## src/rtl/spi_byte_shifter.sv

```systemverilog
module spi_byte_shifter #(
  parameter int W  = 32,
  parameter int LW = $clog2(W) + 1
) (
  input  logic          clk,
  input  logic          rst_n,
  input  logic          start,
  input  logic [W-1:0]  tx_word,
  input  logic [LW-1:0] len,
  input  logic          lsb_first,
  input  logic          reorder_en,
  input  logic          varclk_en,
  input  logic          rise_stb,
  input  logic          fall_stb,
  input  logic          miso,
  output logic          mosi,
  output logic [W-1:0]  rx_word,
  output logic          busy,
  output logic          done
);
  localparam int IW = $clog2(W);

  logic [W-1:0]  tx_q, rx_q;
  logic [LW-1:0] cnt, len_q, len_eff, pos;
  logic          lsb_q, reord_q, reord_ok, last;
  logic [IW-1:0] idx;

  assign len_eff  = (len == '0 || len > LW'(W)) ? LW'(W) : len;
  assign reord_ok = !lsb_first && reorder_en && !varclk_en &&
                    (len_eff == LW'(16) || len_eff == LW'(24) || len_eff == LW'(32));

  always_comb begin
    if (reord_q)    pos = {cnt[LW-1:3], ~cnt[2:0]};
    else if (lsb_q) pos = cnt;
    else            pos = len_q - LW'(1) - cnt;
  end
  assign idx  = pos[IW-1:0];
  assign last = (cnt == len_q - LW'(1));

  assign mosi    = busy & tx_q[idx];
  assign rx_word = rx_q;

  always_ff @(posedge clk or negedge rst_n) begin
    if (!rst_n) begin
      busy    <= 1'b0;
      done    <= 1'b0;
      cnt     <= '0;
      len_q   <= LW'(W);
      lsb_q   <= 1'b0;
      reord_q <= 1'b0;
      tx_q    <= '0;
      rx_q    <= '0;
    end else begin
      done <= 1'b0;
      if (!busy) begin
        if (start) begin
          busy    <= 1'b1;
          cnt     <= '0;
          tx_q    <= tx_word;
          rx_q    <= '0;
          len_q   <= len_eff;
          lsb_q   <= lsb_first;
          reord_q <= reord_ok;
        end
      end else begin
        if (rise_stb) rx_q[idx] <= miso;
        if (fall_stb) begin
          if (last) begin
            busy <= 1'b0;
            done <= 1'b1;
          end else begin
            cnt <= cnt + LW'(1);
          end
        end
      end
    end
  end

  a_r1_idle_quiet: assert property (@(posedge clk) disable iff (!rst_n)
    !busy |-> !mosi);

  a_r10_done_single: assert property (@(posedge clk) disable iff (!rst_n)
    done |=> !done);

  a_r10_done_idle: assert property (@(posedge clk) disable iff (!rst_n)
    done |-> !busy);

  a_r10_count_bound: assert property (@(posedge clk) disable iff (!rst_n)
    busy |-> (cnt < len_q));

  a_r11_capture_held: assert property (@(posedge clk) disable iff (!rst_n)
    (busy && $past(busy)) |-> ($stable(tx_q) && $stable(len_q) && $stable(reord_q) && $stable(lsb_q)));

  a_r9_rx_hold_idle: assert property (@(posedge clk) disable iff (!rst_n)
    (!busy && !start) |=> $stable(rx_word));

  a_r4_reorder_gate: assert property (@(posedge clk) disable iff (!rst_n)
    (!busy && start && (lsb_first || varclk_en)) |=> !reord_q);
endmodule

```

## config.mk

```make
export PLATFORM = sky130hd
export DESIGN_NAME = spi_byte_shifter
export DESIGN_NICKNAME = d
export VERILOG_FILES = /design/src/rtl/spi_byte_shifter.sv
export SDC_FILE = /design/constraint.sdc
export NUM_CORES = 1
export LEC_CHECK = 0
export ABC_AREA = 1
export CELL_PAD_IN_SITES_DETAIL_PLACEMENT = 0
export CELL_PAD_IN_SITES_GLOBAL_PLACEMENT = 1
export CORE_UTILIZATION = 40
export CTS_CLUSTER_DIAMETER = 60
export DETAILED_ROUTE_END_ITERATION = 12
export DONT_BUFFER_PORTS = 1
export PLACE_DENSITY = 0.81
export SKIP_CTS_REPAIR_TIMING = 1
export SYNTH_ARGS = -nofsm -noshare
export SYNTH_HDL_FRONTEND = slang
export SYNTH_SLANG_ARGS = --single-unit
```

## constraint.sdc

```tcl
create_clock -name clk -period 4.9 [get_ports clk]
set_input_delay 1.225 -clock clk [delete_from_list [all_inputs] [get_ports clk]]
set_output_delay 1.225 -clock clk [all_outputs]
set_load 0.02 [all_outputs]
```

# --- Word-level counts from Yosys, hierarchy flattened ---
# Cells that the tools add are included.
word_totals:
  input_bits: 47
  out_inout_bits: 35
  word_cells: 60
  reg_bits: 80
op_classes:
  n_mux: 22
  bitwise_logic: 3
  reduce_logical: 14
  n_lt_le_gt_ge: 3
  n_eq_ne: 7
  add_sub_neg: 3
op_table:
  columns: ["cell", "n"]
  rows:
  - ["$mux W32", 3]
  - ["$bwmux W32", 1]
  - ["$mux W6", 5]
  - ["$eq A6 B5 Y1 const B", 2]
  - ["$mux W5", 2]
  - ["$mux W1", 9]
  - ["$add A6 B1 Y6 const B", 1]
  - ["$eq A6 B6 Y1", 1]
  - ["$eq A6 B6 Y1 const B", 1]
  - ["$gt A6 B6 Y1 const B", 1]
  - ["$logic_not A6 Y1", 1]
  - ["$lt A5 B6 Y1 const B", 1]
  - ["$ne A2 B2 Y1 const B", 3]
  - ["$sub A6 B1 Y6 const B", 1]
  - ["$bmux W1 S5", 1]
  - ["$demux W1 S5", 1]
  - ["$ge A5 B1 Y1 const B", 1]
  - ["$sub A5 B5 Y5", 1]
  - ["$logic_and A1 B1 Y1", 4]
  - ["$reduce_and A2 Y1", 2]
  - ["$logic_or A1 B1 Y1", 3]
  - ["$not A3 Y3", 1]
  - ["$reduce_and A3 Y1", 1]
  - ["$logic_not A1 Y1", 2]
  - ["3 further kinds", 3]

# --- Logic depth before layout (Yosys ltp) ---
# Gate-level depths: netlist of run 1.
logic_depth:
  word_depth: 11
  depth_mapped: 18
  depth_no_buf: 17

# --- Worst setup path before layout of run 1 ---
# Ideal clock, no wire load.
synth_timing:
  path_kind: "flip-flop to output port"
  from: "register len_q[0]"
  to: "output mosi"
  path_buffers: 1
  required_ns: 3.675
  stages_incl_launch_ff: 18
  slack_ns: 1.352
  t_arrival_ns: 2.323
  cell_sequence: "dfrtp_1 > inv_1 > ha_1 > fa_1 > inv_1 > nor2_1 > o21ai_0 > nand2_1 > o21ai_1 > inv_1 > buf_2 > nand2_1 > nand2_1 > nand2_1 > nand2_1 > nand2_1 > nand2_1 > nor2_1"
synth_between:
  elab_chain_len: 7
synth_lines:
  columns: ["item", "line", "source"]
  rows:
  - ["from (decl)", "24", "logic [LW-1:0] cnt, len_q, len_eff, pos;"]
  - ["from (signal assigned)", "48", "len_q <= LW'(W);"]
  - ["from (signal assigned)", "61", "len_q <= len_eff;"]
  - ["$sub A6 B1 Y6", null, null]
  - ["$sub A5 B5 Y5", "35", "else pos = len_q - LW'(1) - cnt;"]
  - ["$mux W5", "34", "else if (lsb_q) pos = cnt;"]
  - ["$mux W5", "33", "if (reord_q) pos = {cnt[LW-1:3], ~cnt[2:0]};"]
  - ["$bmux W1 S5", "40", "assign mosi = busy & tx_q[idx];"]
  - ["$mux W1 (not written as such)", "40", null]
  - ["$and A1 B1 Y1", "40", null]
  - ["to (decl)", "16", "output logic mosi,"]
# No other way between the ends. The select of a mux whose other input is x is not followed.

# --- Worst setup path after layout of run 1 ---
# Ends and elaborated chain as after synthesis.

==> results.md, run 1 <==
* Crit share post-route at 89.14%
* Yosys cell types at 37
* Utilization after layout at approximately 45%
* Area delta synth->final at 8.728%
* Number of placement rows at 38
* Post-synth EDFFs at 0
* Main synth FF type: dfrtp_1
* R2R Path Start: len_q[0]
* # IOs at 82
* Crit path largest cell delay at 0.53 ns
* Synth async-reset ratio at 100.0%
* Critical path required time at approximately 3.7 ns
* Clock slew at the register clock pins of the worst setup and hold paths at 0.06 ns
* Vias in the first global route at 3710
* Slowest cell on crit path: fa_1
* Synthesized area at 4516 µm²
* Leak Pwr at 2.573 nW
* Worst Setup End Kind: primary output
* Multi-input gate area at around 2100 µm²
* Worst r2r dst: rx_word[5]
* Worst hold path type: reg2reg
* Crit path top cell by count: nand2_1
* Crit path time final at 4.368 ns
* Peak supply drop at 296.7 µV
* Routed Antenna Nets at 0
* Post-DR vias/cell at 4.942
* Die area at 11720 µm²
* Cell family with most CP delay: simple AND/OR/NAND/NOR gates
* DR WL/cell at 14.28 µm
* Commonest non-fill, non-tap cell in the layout: nand2_1
* Clock Path Buffers at 2
* Drt pass-1 iters at 4
* Die Span X at 108.3 µm
* RSZ-0062 raised after global routing: no
* Antenna cells at 0
* Initial Util at 41.29%
* Slew @ Worst Pin at between 0.7 and 0.8 ns
* CP Max Fanout at 11
* Status: complete, no violations
* Critical Path, Cell by Cell: inv_1 > ha_1 > fa_1 > o211ai_1 > nand2_1 > inv_2 > nand2_1 > nand2_1 > nand2_1 > nand2_1 > nand2_1 > nand2_1 > nand2_1 > nand2_1 > nor2_1
* Worst-Skew Late Latency at 0.34 ns
* Path depth of the worst reg2reg path at 12
* Skew final at 0.007052 ns
* Hold Vio Cnt, Final at 0
* Hpwl dp at 7696 µm
* Synthesis warning total at 0
* Total gr overflow at 0
* P per Cell Area at 803.2 nW/µm²
* Reg2Reg Setup Slack at around 2.1 ns
* Final Setup Violations at 0
* Synth Instances at 624
* End of the critical path: mosi
* Yosys reg bits at 80
* Slew Limit Fails at 0
* Max Cap Viol at 0
* Total GRT Usage at 20.41%
* Fin nets at 671
* Final wirelength at 10880 µm
* Max Fclk at around 0.23 GHz
* Crit. path cell count at 15
* Crit path DAT at 3.14 ns
* Max-slew headroom at 50.67%
* CTS tree: done
* Num Clock Sinks at 80
* Setup TNS at 0 ns
* CP Launch Type: flip-flop
* Design Power at 3.943 mW
* Fillers at 1142
* CTS Root Cell: clkbuf_16
* Avg Cell Area, Syn at ~7.2 µm²
* Most frequent cells in the layout: nand2_1 (253), dfrtp_1 (79), inv_1 (67), o21ai_0 (41), nor2_1 (33)
* Initial antenna violation count at 0
* First-pass GRT wire length at 18290 µm
* Placeable Area at around 11000 µm²
* GPL Wtd Cong at about 0.87
* Die Y at 108.3 µm
* Largest net degree at the start of global routing at 81
* Syn nets at 678
* # DRC at 0
* PortBufs at 0
* Fraction of layout cells with a size suffix above 1 at 7.395%
* FF/Latch Area at 2003 µm²
* Crit Path Class: reg2out
* Sequential cell area fraction in the yosys report at 44.36%
* Setup crit start: len_q[0]
* Bufs and invs on worst path at 2
* Initial drt markers at 242
* TritonCTS Buffers at 9
* Via count at 3766
* H-tree depth at 3
-- worst register-to-register path: cells and delay by family (launching register included) --
kind / cells / cell delay (ns)
adder cells (fa/ha/maj): 2 / 0.86
flip-flops: 1 / 0.37
buffers and inverters: 3 / 0.46
AO/OA/AOI/OAI: 2 / 0.15
AND/OR/NAND/NOR: 5 / 0.90
-- how the worst min path moves through the flow --
stage | endpoint | slack, ns | cells past startpoint | start
after floorplan | tx_q[11] | 0.44 | 2 | tx_q[11]
after global placement | tx_q[1] | 0.46 | 2 | tx_q[1]
after detailed placement | tx_q[11] | 0.46 | 2 | tx_q[11]
after CTS | tx_q[17] | 0.47 | 2 | tx_q[17]
after global routing | tx_q[13] | 0.50 | 2 | tx_q[13]
final | tx_q[17] | 0.47 | 2 | tx_q[17]
-- synth_stat cells (2+ instances only) --
master | n | share of area, %
nor2_1 | 33 | 2.7
ha_1 | 6 | 1.7
nor2_4 | 5 | 1.2
nand4_1 | 8 | 1.1
buf_4 | 3 | 0.50
xor2_1 | 5 | 0.97
dfrtp_1 | 79 | 44
buf_2 | 2 | 0.22
nand3_2 | 2 | 0.44
inv_2 | 8 | 0.67
nand2_1 | 253 | 21
nand3_1 | 28 | 3.1
nor3_1 | 7 | 0.78
nand2_4 | 2 | 0.50
inv_1 | 67 | 5.6
o21ai_1 | 4 | 0.44
nand3b_1 | 15 | 2.5
a21oi_1 | 17 | 1.9
o31ai_1 | 5 | 0.83
o21ai_0 | 41 | 4.5
xnor2_1 | 2 | 0.39
clkbuf_1 | 13 | 1.1
nand2_2 | 4 | 0.55
buf_6 | 2 | 0.50
-- report_power, final --
group	total [mW]	internal [mW]	leakage, nW	switching [mW]
clock network	0.682	0.399	0.139	0.283
registers	1.31	0.955	0.990	0.352
logic	1.95	0.641	1.44	1.31
total	3.94	1.99	2.57	1.95
-- flip-flops by register name, summed over array words and instances (netlist names) --
| name | flops |
|---|---|
| busy | 1 |
| cnt | 6 |
| done | 1 |
| len_q | 6 |
| lsb_q | 1 |
| reord_q | 1 |
| rx_word | 32 |
| tx_q | 32 |
-- logic make-up after synthesis --
kind of cell             Yosys count  share of synthesized area, %
adder cells (fa/ha/maj)            7                         2.106
flip-flops                        80                         44.36
XOR/XNOR                           7                         1.358
buffers and inverters             97                         8.700
AND/OR/NAND/NOR                  360                         34.72
AO/OA/AOI/OAI                     73                         8.756
-- cell type report --
| cell class | count | area share, % |
|---|---|---|
| clock buffers | 9 | 4.587 |
| clock inverters | 7 | 1.606 |
| inverters | 76 | 5.810 |
| multi-input cells | 447 | 43.17 |
| flip-flops and latches | 80 | 40.80 |
| well taps | 140 | 3.568 |
| repair buffers | 3 | 0.4587 |
-- metrics by stage --
step	worst slack, ns	hold WS, ns	std cells	instance area, µm²
after global routing	0.2324	0.5031	762	4910
after global placement	0.9733	0.4564	746	4606
after detailed placement	0.9124	0.4569	746	4606
after floorplan	1.352	0.4401	624	4516
after CTS	0.5259	0.4749	762	4910
final	0.5320	0.4729	762	4910
-- metal layers --
metal | track usage [%] | wire length (µm) | up-vias | part of all wire, %
li1 | - | - | 1944 | -
met2 | 32.17 | 4954 | 67 | 46
met5 | 0 | 0 | - | 0
met3 | 5.304 | 566 | 12 | 5.2
met4 | 6.757 | 142 | 0 | 1.3
met1 | 27.25 | 5218 | 1743 | 48
Power figures use the tool's default switching activity.
==> run 2, diff against run 1 <==
--- a/config.mk
+++ b/config.mk
@@ -12,7 +12,7 @@
 export CTS_CLUSTER_DIAMETER = 60
 export DETAILED_ROUTE_END_ITERATION = 12
 export DONT_BUFFER_PORTS = 1
-export PLACE_DENSITY = 0.81
+export PLACE_DENSITY = 0.72
 export SKIP_CTS_REPAIR_TIMING = 1
 export SYNTH_ARGS = -nofsm -noshare
 export SYNTH_HDL_FRONTEND = slang
==> constraint.sdc (replaced) <==
create_clock -name clk -period 5.2 [get_ports clk]
set_input_delay 1.3 -clock clk [delete_from_list [all_inputs] [get_ports clk]]
set_output_delay 1.3 -clock clk [all_outputs]
set_load 0.02 [all_outputs]
==> results.md, run 2 (same netlist as run 1, synthesis figures left out) <==
* Area delta synth->final at 7.620%
* Commonest non-fill, non-tap cell in the layout: nand2_1
* Number of placement rows at 38
* CP Max Fanout at 11
* Status: complete, no violations
* M3 GR Usage at between 6 and 7%
* Skew final at approximately 0.0054 ns
* Drt pass-1 iters at 6
* Die Span X at 108.3 µm
* Post-DR vias/cell at 4.950
* Placed Cells at 746
* Max Cap Viol at 0
* Total GRT Usage at 20.94%
* RSZ-0062 raised after global routing: no
* Final instance area at 4860 µm²
* Largest net degree at the start of global routing at 81
* Leak Pwr at 2.559 nW
* Slew @ Worst Pin at roughly 0.67 ns
* P per Cell Area at between 700 and 800 nW/µm²
* CP Launch Type: flip-flop
* Final Setup Violations at 0
* Vias in the first global route at 3761
* Crit share post-route at 84.85%
* GR Util met1 at 28.10%
* Placed cell areas at 4606 µm²
* Crit path time final at between 4 and 5 ns
* Via count at about 3800
* Slew Limit Fails at 0
* M2 GR Usage at 32.30%
* TritonCTS Buffers at 9
* Worst hold path type: reg2reg
* # DRC at 0
* PortBufs at 0
* H-tree depth at 3
* Final wirelength at 11200 µm
* Routed Antenna Nets at 0
* Clock Path Buffers at 2
* Slowest cell on crit path: fa_1
* Max Fclk at 0.2266 GHz
* Antenna cells at 0
* Hold Vio Cnt, Final at 0
* Die Y at around 110 µm
* Crit path top cell by count: nand2_1
* Total gr overflow at 0
* Fraction of layout cells with a size suffix above 1 at 6.592%
* Worst Setup End Kind: primary output
* Crit path largest cell delay at between 0.5 and 0.6 ns
* Placeable Area at 10940 µm²
* Fin nets at ~670
* Most frequent cells in the layout: nand2_1 (253), dfrtp_1 (79), inv_1 (67), o21ai_0 (41), nor2_1 (33)
* DR WL/cell at 14.70 µm
* First-pass GRT wire length at between 15000 and 20000 µm
* CTS tree: done
* Peak supply drop at 285.3 µV
* Busiest grt layer: met2
* Crit Path Class: reg2out
* Num Clock Sinks at 80
* Utilization after layout at 44.44%
* Initial antenna violation count at 0
* Setup TNS at 0 ns
* Clock slew at the register clock pins of the worst setup and hold paths at 0.06 ns
* Bufs and invs on worst path at 2
* CTS Root Cell: clkbuf_16
* Initial drt markers at 215
* # IOs at 82
* Hpwl dp at 7940 µm
* Die area at 11720 µm²
* Critical Path, Cell by Cell: inv_1 > ha_1 > fa_1 > o211ai_1 > nand2_1 > inv_2 > nand2_1 > nand2_1 > nand2_1 > nand2_1 > nand2_1 > nand2_1 > nand2_1 > nand2_1 > nor2_1
* Cell family with most CP delay: simple AND/OR/NAND/NOR gates
* Worst-Skew Late Latency at 0.34 ns
* Crit path DAT at 3.11 ns
* Fin cells at 762
* Critical path required time at 3.90 ns
* Initial Util at 41.29%
* GPL Wtd Cong at 0.8613
* Max-slew headroom at 55.24%
-- run 2: changes by cell type in the layout (fill, tap and decap cells not counted) --
cell,previous run,this run
bufinv_16,1,0
clkbuf_1,0,5
clkinv_2,0,2
clkinv_4,1,0
clkinvlp_4,3,0
inv_6,2,0
-- run 2: area by class of cell --
class	instances	area, µm²
clock buffers	14	244.0
clock inverters	2	10.01
fillers	1172	6076
inverters	76	285.3
multi-input cells	447	2120
flip-flops and latches	80	2003
well taps	140	175.2
repair buffers	3	22.52
-- run 2: worst register-to-register path, cell delays in order (launching register included) --
cell,delay (ns)
dfrtp_1,0.37
inv_1,0.06
ha_1,0.32
fa_1,0.53
o211ai_1,0.09
nand2_1,0.35
inv_2,0.21
nor2_4,0.19
nand2_1,0.11
inv_1,0.17
nand2_1,0.10
nor2_1,0.10
a21oi_1,0.05
-- run 2: final timing paths --
path	startpoint	to	slack (ns)	cells after the start
setup / recovery	len_q[0]	mosi	0.79	15
setup reg to reg	len_q[0]	rx_word[5]	2.43	12
min in group asynchronous	rst_n	tx_q[2]	0.65	0
hold / removal	tx_q[19]	tx_q[19]	0.48	2
hold reg to reg	tx_q[19]	tx_q[19]	0.48	2
max in group asynchronous	rst_n	len_q[5]	4.36	0
-- run 2: where the power goes --
group / total [mW] / switching (mW) / leakage, nW / internal (mW)
Sequential: 1.24 / 0.336 / 0.990 / 0.901
Combinational: 1.84 / 1.23 / 1.44 / 0.603
Clock: 0.565 / 0.243 / 0.125 / 0.323
-- run 2: per-layer routing --
metal	routed length [µm]	share of wire, %	vias up
met4	144	1.3	0
li1	-	-	1934
met3	615	5.5	11
met2	5077	45	81
met5	0	0	-
met1	5362	48	1746
-- run 2: through the flow --
| step | total power [mW] | setup WS, ns | hold WS [ns] |
|---|---|---|---|
| floorplan | 2.704 | 1.577 | 0.4401 |
| global placement | 3.074 | 1.189 | 0.4562 |
| detailed placement | 3.096 | 1.147 | 0.4617 |
| CTS | 3.687 | 0.7432 | 0.4773 |
| global route | 4.031 | 0.4463 | 0.5065 |
| finish | 3.638 | 0.7877 | 0.4753 |
